$ cat config.mk
export PLATFORM = sky130hd
export DESIGN_NAME = spm_unit
export DESIGN_NICKNAME = d
export VERILOG_FILES = /design/src/rtl/spm_pkg.sv /design/src/rtl/spm_ctl_bank.sv /design/src/rtl/spm_arbiter.sv /design/src/rtl/spm_unit.sv
export SDC_FILE = /design/constraint.sdc
export NUM_CORES = 1
export LEC_CHECK = 0
export BUFFER_PORTS_ARGS = -buffer_cell sky130_fd_sc_hd__buf_2
export CAP_MARGIN = 20
export CORE_MARGIN = 3
export CORE_UTILIZATION = 53
export DETAILED_ROUTE_END_ITERATION = 6
export GPL_TIMING_DRIVEN = 0
export PLACE_DENSITY = 0.76
export SKIP_CTS_REPAIR_TIMING = 1
export SLEW_MARGIN = 20
export SYNTH_ARGS = -nofsm -noshare
export SYNTH_HDL_FRONTEND = slang
export SYNTH_SLANG_ARGS = --single-unit
export TNS_END_PERCENT = 20
$ cat constraint.sdc
create_clock -name clk -period 2.4 [get_ports clk]
set_input_delay 0.12 -clock clk [delete_from_list [all_inputs] [get_ports clk]]
set_output_delay 0.12 -clock clk [all_outputs]
set_load 0.005 [all_outputs]
$ cat src/rtl/spm_pkg.sv
package spm_pkg;

  // Per-level control copy; bit positions match the wr_ctl port.
  typedef struct packed {
    logic allint;     // bit 5
    logic spsel;      // bit 4
    logic nmi_en;     // bit 3
    logic spin_mask;  // bit 2
    logic i_mask;     // bit 1
    logic f_mask;     // bit 0
  } lvl_ctl_t;

  localparam int CTL_W = $bits(lvl_ctl_t);
  localparam lvl_ctl_t CTL_RST = '{allint: 1'b0, spsel: 1'b0, nmi_en: 1'b0,
                                   spin_mask: 1'b0, i_mask: 1'b1, f_mask: 1'b1};

  typedef struct packed {
    logic vf;
    logic vfnmi;
    logic vinmi;
    logic vfiq;
    logic virq;
    logic nmi;
    logic fiq;
    logic irq;
  } req_t;

  // Lower code wins.
  typedef enum logic [2:0] {
    CLS_NONE   = 3'd0,
    CLS_P_NMI  = 3'd1,
    CLS_P_FIQ  = 3'd2,
    CLS_P_IRQ  = 3'd3,
    CLS_V_FNMI = 3'd4,
    CLS_V_INMI = 3'd5,
    CLS_V_FIQ  = 3'd6,
    CLS_V_IRQ  = 3'd7
  } cls_t;

  localparam int NUM_CLS = 8;

  typedef struct packed {
    logic irq;
    logic fiq;
    logic sirq;
    logic sfiq;
  } stat_t;

endpackage

$ cat src/rtl/spm_ctl_bank.sv
module spm_ctl_bank
  import spm_pkg::*;
#(
  parameter int NUM_LVL = 4,
  parameter int LVL_W   = 2
) (
  input  logic             clk,
  input  logic             rst,
  input  logic [LVL_W-1:0] cur_el,
  input  logic             wr_en,
  input  logic [LVL_W-1:0] wr_lvl,
  input  lvl_ctl_t         wr_ctl,
  input  logic             ill_ret,
  input  logic [2:0]       ret_mask,
  output lvl_ctl_t         cur_ctl
);

  lvl_ctl_t bank [NUM_LVL];

  for (genvar g = 0; g < NUM_LVL; g++) begin : g_lvl
    lvl_ctl_t q;
    logic     hit_ret;
    logic     hit_wr;

    assign hit_ret = ill_ret && (int'(cur_el) == g);
    assign hit_wr  = wr_en && (int'(wr_lvl) == g);

    always_ff @(posedge clk) begin
      if (rst) begin
        q <= CTL_RST;
      end else if (hit_ret) begin
        q.allint <= ret_mask[2];
        q.i_mask <= ret_mask[1];
        q.f_mask <= ret_mask[0];
      end else if (hit_wr) begin
        q <= wr_ctl;
      end
    end

    assign bank[g] = q;
  end

  always_comb begin
    cur_ctl = CTL_RST;
    for (int k = 0; k < NUM_LVL; k++) begin
      if (int'(cur_el) == k) cur_ctl = bank[k];
    end
  end

endmodule

$ cat src/rtl/spm_arbiter.sv
module spm_arbiter
  import spm_pkg::*;
(
  input  lvl_ctl_t ctl,
  input  req_t     req,
  output cls_t     cls,
  output stat_t    stat
);

  logic               all_off;
  logic               vfnmi_ok;
  logic [NUM_CLS-1:0] cand;

  always_comb begin
    all_off  = ctl.allint | (ctl.spsel & ctl.spin_mask);
    vfnmi_ok = req.vf & req.vfnmi;

    cand                = '0;
    cand[CLS_P_NMI]     = ctl.nmi_en & req.nmi;
    cand[CLS_P_FIQ]     = req.fiq & ~ctl.f_mask;
    cand[CLS_P_IRQ]     = (req.irq | (~ctl.nmi_en & req.nmi)) & ~ctl.i_mask;
    cand[CLS_V_FNMI]    = ctl.nmi_en & vfnmi_ok;
    cand[CLS_V_INMI]    = ctl.nmi_en & req.vinmi;
    cand[CLS_V_FIQ]     = (req.vfiq | (~ctl.nmi_en & vfnmi_ok)) & ~ctl.f_mask;
    cand[CLS_V_IRQ]     = (req.virq | (~ctl.nmi_en & req.vinmi)) & ~ctl.i_mask;
    if (all_off) cand = '0;

    cls = CLS_NONE;
    for (int k = NUM_CLS - 1; k >= 1; k--) begin
      if (cand[k]) cls = cls_t'(k);
    end

    stat.irq  = req.irq | req.nmi | req.virq | req.vinmi;
    stat.fiq  = req.fiq | req.vfiq | vfnmi_ok;
    stat.sirq = ctl.nmi_en & (req.nmi | req.vinmi);
    stat.sfiq = ctl.nmi_en & vfnmi_ok;
  end

endmodule

$ cat src/rtl/spm_unit.sv
module spm_unit
  import spm_pkg::*;
#(
  parameter  int NUM_LVL = 4,
  localparam int LVL_W   = (NUM_LVL > 1) ? $clog2(NUM_LVL) : 1
) (
  input  logic             clk,
  input  logic             rst,
  input  logic [LVL_W-1:0] cur_el,
  input  logic             wr_en,
  input  logic [LVL_W-1:0] wr_lvl,
  input  logic [5:0]       wr_ctl,
  input  logic             ill_ret,
  input  logic [2:0]       ret_mask,
  input  logic             req_irq,
  input  logic             req_fiq,
  input  logic             req_nmi,
  input  logic             req_virq,
  input  logic             req_vfiq,
  input  logic             req_vinmi,
  input  logic             req_vfnmi,
  input  logic             virt_fiq_en,
  output logic             take,
  output logic [2:0]       take_cls,
  output logic             st_irq,
  output logic             st_fiq,
  output logic             st_sirq,
  output logic             st_sfiq
);

  lvl_ctl_t cur_ctl;
  req_t     req;
  cls_t     nxt_cls;
  stat_t    nxt_stat;

  assign req = '{vf: virt_fiq_en, vfnmi: req_vfnmi, vinmi: req_vinmi,
                 vfiq: req_vfiq, virq: req_virq, nmi: req_nmi,
                 fiq: req_fiq, irq: req_irq};

  spm_ctl_bank #(.NUM_LVL(NUM_LVL), .LVL_W(LVL_W)) u_bank (
    .clk      (clk),
    .rst      (rst),
    .cur_el   (cur_el),
    .wr_en    (wr_en),
    .wr_lvl   (wr_lvl),
    .wr_ctl   (lvl_ctl_t'(wr_ctl)),
    .ill_ret  (ill_ret),
    .ret_mask (ret_mask),
    .cur_ctl  (cur_ctl)
  );

  spm_arbiter u_arb (
    .ctl  (cur_ctl),
    .req  (req),
    .cls  (nxt_cls),
    .stat (nxt_stat)
  );

  always_ff @(posedge clk) begin
    if (rst) begin
      take     <= 1'b0;
      take_cls <= CLS_NONE;
      st_irq   <= 1'b0;
      st_fiq   <= 1'b0;
      st_sirq  <= 1'b0;
      st_sfiq  <= 1'b0;
    end else begin
      take     <= (nxt_cls != CLS_NONE);
      take_cls <= nxt_cls;
      st_irq   <= nxt_stat.irq;
      st_fiq   <= nxt_stat.fiq;
      st_sirq  <= nxt_stat.sirq;
      st_sfiq  <= nxt_stat.sfiq;
    end
  end

endmodule

# Word level (Yosys, flattened, before mapping)
# Cells that the tools add are included.
dict set report totals {
  elab_cells 109
  out_inout_bits 8
  regBits 32
}
dict set report classes {
  n_reduce_logical 19
  mux 24
  eq_ne 6
  bitwise_logic 30
}
# cell n
set op_table {}
lappend op_table {{two-way mux 6 bit} 8}
lappend op_table {{two-way mux 3 bit} 7}
lappend op_table {{bitwise AND 1 bit} 13}
lappend op_table {{OR 1 bit} 10}
lappend op_table {{equality test 2 bit (second input constant)} 4}
lappend op_table {{logical AND 1 bit} 8}
lappend op_table {{two-way mux 2 bit} 4}
lappend op_table {{two-way mux 8 bit} 1}
lappend op_table {{AND reduction 2 bit} 4}
lappend op_table {{nonzero test 2 bit} 4}
lappend op_table {{inverter 1 bit} 7}
lappend op_table {{equality test 2 x 1 -> 1 bit (second input constant)} 2}
lappend op_table {{zero test 2 bit} 2}
lappend op_table {{two-way mux 1 bit} 4}
lappend op_table {{nonzero test 3 bit} 1}

# Depth between registers and ports, before layout
dict set report logic_depth {
  depth_word 18
  ltp_mapped 6
}

# Hierarchy
# Synthesis repeated with hierarchy kept, for this count alone.
dict set report unflattened {
  hier_cells 192
  area_unflattened_um2 1675.4
}
# mod cells_each area_per_inst_um2 seq_area_each_um2 instances
set by_module_without_submodules {}
lappend by_module_without_submodules {spm_ctl_bank 139 1253.7 480.5 1}
lappend by_module_without_submodules {spm_unit 17 212.7 160.2 1}
lappend by_module_without_submodules {spm_arbiter 36 209.0 0.0 1}

# Worst setup path after synthesis
# Ideal clock, no wire load.
dict set report synth_path {
  kind {register to register}
  from {reg u_bank.g_lvl[3].q, in the netlist u_bank.bank[3]}
  to {reg take}
  n_path_buf 0
  setup_ns 0.121
  path_slack_ns 0.672
  t_arrival_ns 1.607
  stages_incl_launch_ff 6
  cell_sequence {dfxtp_1 > mux4_2 > and3_4 > a2111oi_2 > and2_1 > o22ai_2}
}
dict set report synth_between {
  elab_chain_cells 14
  elab_cells_between_ends 23
}
# item line
set synth_rtl {}
lappend synth_rtl {{start, declared} spm_ctl_bank.sv:21} ;# lvl_ctl_t q;
lappend synth_rtl {{start signal, assigned} spm_ctl_bank.sv:36} ;# q <= wr_ctl;
lappend synth_rtl {{two-way mux 6 bit *} spm_ctl_bank.sv:46} ;# if (int'(cur_el) == k) cur_ctl = bank[k];
lappend synth_rtl {{inverter 1 bit} {spm_arbiter.sv:21, spm_arbiter.sv:24, spm_arbiter.sv:25}}
lappend synth_rtl {{bitwise AND 1 bit} spm_arbiter.sv:25} ;# cand[CLS_V_IRQ] = (req.virq | (~ctl.nmi_en & req.vinmi)) & ~ctl.i_mask;
lappend synth_rtl {{OR 1 bit} spm_arbiter.sv:25}
lappend synth_rtl {{bitwise AND 1 bit} spm_arbiter.sv:25}
lappend synth_rtl {{two-way mux 8 bit *} spm_arbiter.sv:26} ;# if (all_off) cand = '0;
lappend synth_rtl {{two-way mux 3 bit (6 in a row)} spm_arbiter.sv:30} ;# if (cand[k]) cls = cls_t'(k);
lappend synth_rtl {{two-way mux 3 bit *} spm_arbiter.sv:30}
lappend synth_rtl {{nonzero test 3 bit *} spm_unit.sv:68} ;# take <= (nxt_cls != CLS_NONE);
lappend synth_rtl {{end signal, assigned} spm_unit.sv:68}
lappend synth_rtl {{end, declared} spm_unit.sv:23} ;# output logic take,
# Mark *: on every way between the ends. The rest lies on a longest branch, timed or not.
# A chain may end at the register's enable or synchronous reset.

# Worst setup path in the final report
# Ends and elaborated chain as after synthesis.

==> impl_metrics.yaml <==
layout:
  fin_util: 0.6599
  layout.nets: 226
  fin_area_sq_mm: 0.001836
  syn_to_final_growth_pct: 16.89
  diodes: 0
  final_layout_size_suffix_gt1_frac: 0.2624
  nFillCells: 243
flow_run:
  cap_violations: 0
clock_network:
  root_buffer: "clkbuf_4"
  htree_levels: 2
  cts_inserted_buffers: 5
  clkLatencyLatePin_ps: 330
  tritoncts: "done"
  path_clk_slew_ps: 100
  cts_max_path_buffers: 2
  clock-sinks: 32
synth:
  synth_cell_types: 30
  avgSynthCellArea_sq_um: 9.575
  syn_area_sq_mm: 0.001570
  synth-seq-cells: 32
  yosysSeqAreaShare: 0.4080
  synth_nets: 189
  syn_inst: 164
  yosysWarnings: 0
sta:
  worstMarginPinSlew_ps: 774.8
  maxSlewHeadroom: 0.4824
  period_share: 0.8274
  final.min_clock_period_ps: 1986
  slew_violations: 0
  setup_viol: 0
  grt_setup_unrepaired: "no"
  finClkSkew_ps: 4.891
  fmax_ghz: 0.5036
  fin_setup_tns_ps: 0
  finalWorstSetupSlack_ps: 414.3
  hold_slack_ps: 9.840
  hold_viol_final: 0
setup_path:
  crit_path_max_incr_delay_ps: 550
  cp_max_fo: 7
  cp_num_cells: 5
  cp.arrival_ps: 2220
  regToRegEndpoint: "take"
  r2r_slack_ps: 410
  cpMaxStageDelayCell: "mux4_2"
  crit_buf_inv: 0
  r2r_start: "u_bank.bank[3]"
  crit_path_end_kind: "register"
  reg2reg_depth: 5
  start_kind: "register"
  critPathRequiredTime_ps: 2630
  path_cells: "mux4_2 > and3_4 > a2111oi_2 > and2_1 > o22ai_2"
  path_class: "reg -> reg"
  critPathTopFamily: "multiplexers"
route:
  vias: 1344
  post_drt_wl_per_cell_um: 14.96
  drt-pass1-iter-count: 4
  vias_per_cell: 5.768
  drc: 0
  final_antenna_net_count: 0
  topRoutingLayerUsed: "met4"
  dr_wl_met2_um: 1698
  wl_met1_um: 1464
  wl_met3_um: 254
  wl_um: 3485
  dr.first_iter.drc_count: 81
worst_hold_path:
  whs_path_depth: 3
  min-delay-start: "req_fiq"
  min-delay-path-class: "in -> reg"
  whs_endpoint: "st_fiq"
power_and_ir_drop:
  p_int_uw: 864.0
  leakagePower_nw: 0.8348
  netSwitchingPower_uw: 289.5
  clkPwrFrac: 0.349
  sequentialPowerShare: 0.494
  p_comb_frac: 0.156
  powerDensity_mw_per_mm2: 628.5
  max-vdd-ir-drop_mv: 0.4459
  p_sw_frac: 0.2510
place:
  dp.final_hpwl_um: 2604
  portBuffers: 30
  place_congestion: 0.9250
  placed_cell_area_sq_mm: 0.001759
  post-place-ws_ps: 468.0
grt:
  grt_pass1_vias: 1264
  antenna_found_initial: 0
  grt.overflow.total: 0
  grt_start_max_net_pins: 11
  track_usage: 0.2122
  grt_first_pass_wirelength_um: 5671
run_status:
  status: "complete, no violations"
die:
  core-area_sq_mm: 0.002781
  num_io_pins: 33
  die_h_um: 60.43
  die_w_um: 60.43
  rows: 19
  dieArea_sq_mm: 0.003652
  start_util: 0.5646
## synthesized netlist by cell type
| cell | n | area share |
|---|---|---|
| clkbuf_1 | 4 | 0.0096 |
| mux4_2 | 3 | 0.043 |
| and2_1 | 1 | 0.0040 |
| mux2_2 | 2 | 0.014 |
| nor2_1 | 29 | 0.069 |
| mux4_1 | 1 | 0.017 |
| nand3_1 | 2 | 0.0064 |
| dfxtp_1 | 32 | 0.41 |
| a22o_1 | 1 | 0.0056 |
| a21oi_1 | 16 | 0.051 |
| mux2i_1 | 24 | 0.15 |
| nor2b_1 | 5 | 0.020 |
| a32o_1 | 1 | 0.0064 |
| nand2b_1 | 9 | 0.036 |
| buf_6 | 1 | 0.0072 |
| a211oi_2 | 1 | 0.0080 |
| nor3b_1 | 2 | 0.0096 |
| or2_2 | 6 | 0.024 |
| a2111oi_2 | 1 | 0.0096 |
| o22ai_2 | 1 | 0.0080 |
| a211oi_1 | 4 | 0.019 |
| nor3_1 | 2 | 0.0064 |
| o21bai_1 | 1 | 0.0048 |
| inv_1 | 4 | 0.0096 |
| o22ai_1 | 1 | 0.0040 |
| nand3b_1 | 5 | 0.024 |
| or2b_1 | 1 | 0.0048 |
| and3_4 | 1 | 0.0072 |
| a41o_1 | 1 | 0.0064 |
| nand2_1 | 2 | 0.0048 |
## registers in the layout, indices dropped and copies added (netlist names)
name,cells
u_bank.bank,24
take,1
take_cls,3
st_fiq,1
st_irq,1
st_sfiq,1
st_sirq,1
## cell families (layout without fill, tap and decap cells)
kind of cell,Yosys count,after routing,synth area share
flip-flops,32,32,0.4080
buffers and inverters,9,47,0.02629
multiplexers,30,30,0.2271
AND/OR/NAND/NOR,65,65,0.2159
AO/OA/AOI/OAI,28,28,0.1227
## per-stage QoR
stage / total power, mW / cells
2_1_floorplan: 0.6955 / 164
3_3_place_gp: 0.7535 / 225
3_5_place_dp: 0.7608 / 225
4_1_cts: 1.160 / 233
5_1_grt: 1.205 / 233
6_report: 1.154 / 233
## worst reg2reg max path: cells and delay by family, from the launching register on
kind,cells,cell delay [ps]
AO/OA/AOI/OAI,2,550
flip-flops,1,330
multiplexers,1,550
AND/OR/NAND/NOR,2,460
## layout make-up
cell class                      count  area [sq um]  area share
Multi-Input combinational cell    123         888.4      0.4840
Sequential cell                    32         640.6      0.3490
Timing Repair Buffer               30         150.1     0.08180
Clock buffer                        6         41.29     0.02249
Tap cell                           31         38.79     0.02113
Clock inverter                      2         35.03     0.01909
Buffer                              5         26.28     0.01431
Inverter                            4         15.01    0.008180
## worst max-delay path by stage
stage	startpoint	to	slack (ps)
after CTS	u_bank.bank[3]	take	460
after detailed placement	cur_el[1]	take	470
after global placement	cur_el[1]	take	510
after floorplan	u_bank.bank[3]	take	670
after global routing	u_bank.bank[3]	take	330
final	u_bank.bank[3]	take	410
## layer usage
metal | vias to the layer above | global-route usage
li1 | 659 | -
met1 | 630 | 0.2500
met2 | 47 | 0.3673
met3 | 8 | 0.04894
met4 | 0 | 0.09598
met5 | - | 0
## layout by cell type (no fill, tap or decap), types with 2 or more instances in the layout
cell type,instances
dfxtp_1,32
buf_2,30
nor2_1,29
mux2i_1,24
a21oi_1,16
nand2b_1,9
or2_2,6
clkbuf_1,5
nand3b_1,5
nor2b_1,5
clkbuf_4,5
a211oi_1,4
inv_1,4
mux4_2,3
nor3b_1,2
mux2_2,2
nand2_1,2
nor3_1,2
nand3_1,2
## power groups by stage
stage / Combinational [mW] / Clock (mW) / Sequential (mW)
after floorplan: 0.114 / 0 / 0.582
after global placement: 0.172 / 0 / 0.582
after detailed placement: 0.178 / 0 / 0.583
after CTS: 0.180 / 0.410 / 0.570
after global routing: 0.200 / 0.432 / 0.574
final: 0.180 / 0.403 / 0.570
(Power assumes the default switching activity.)
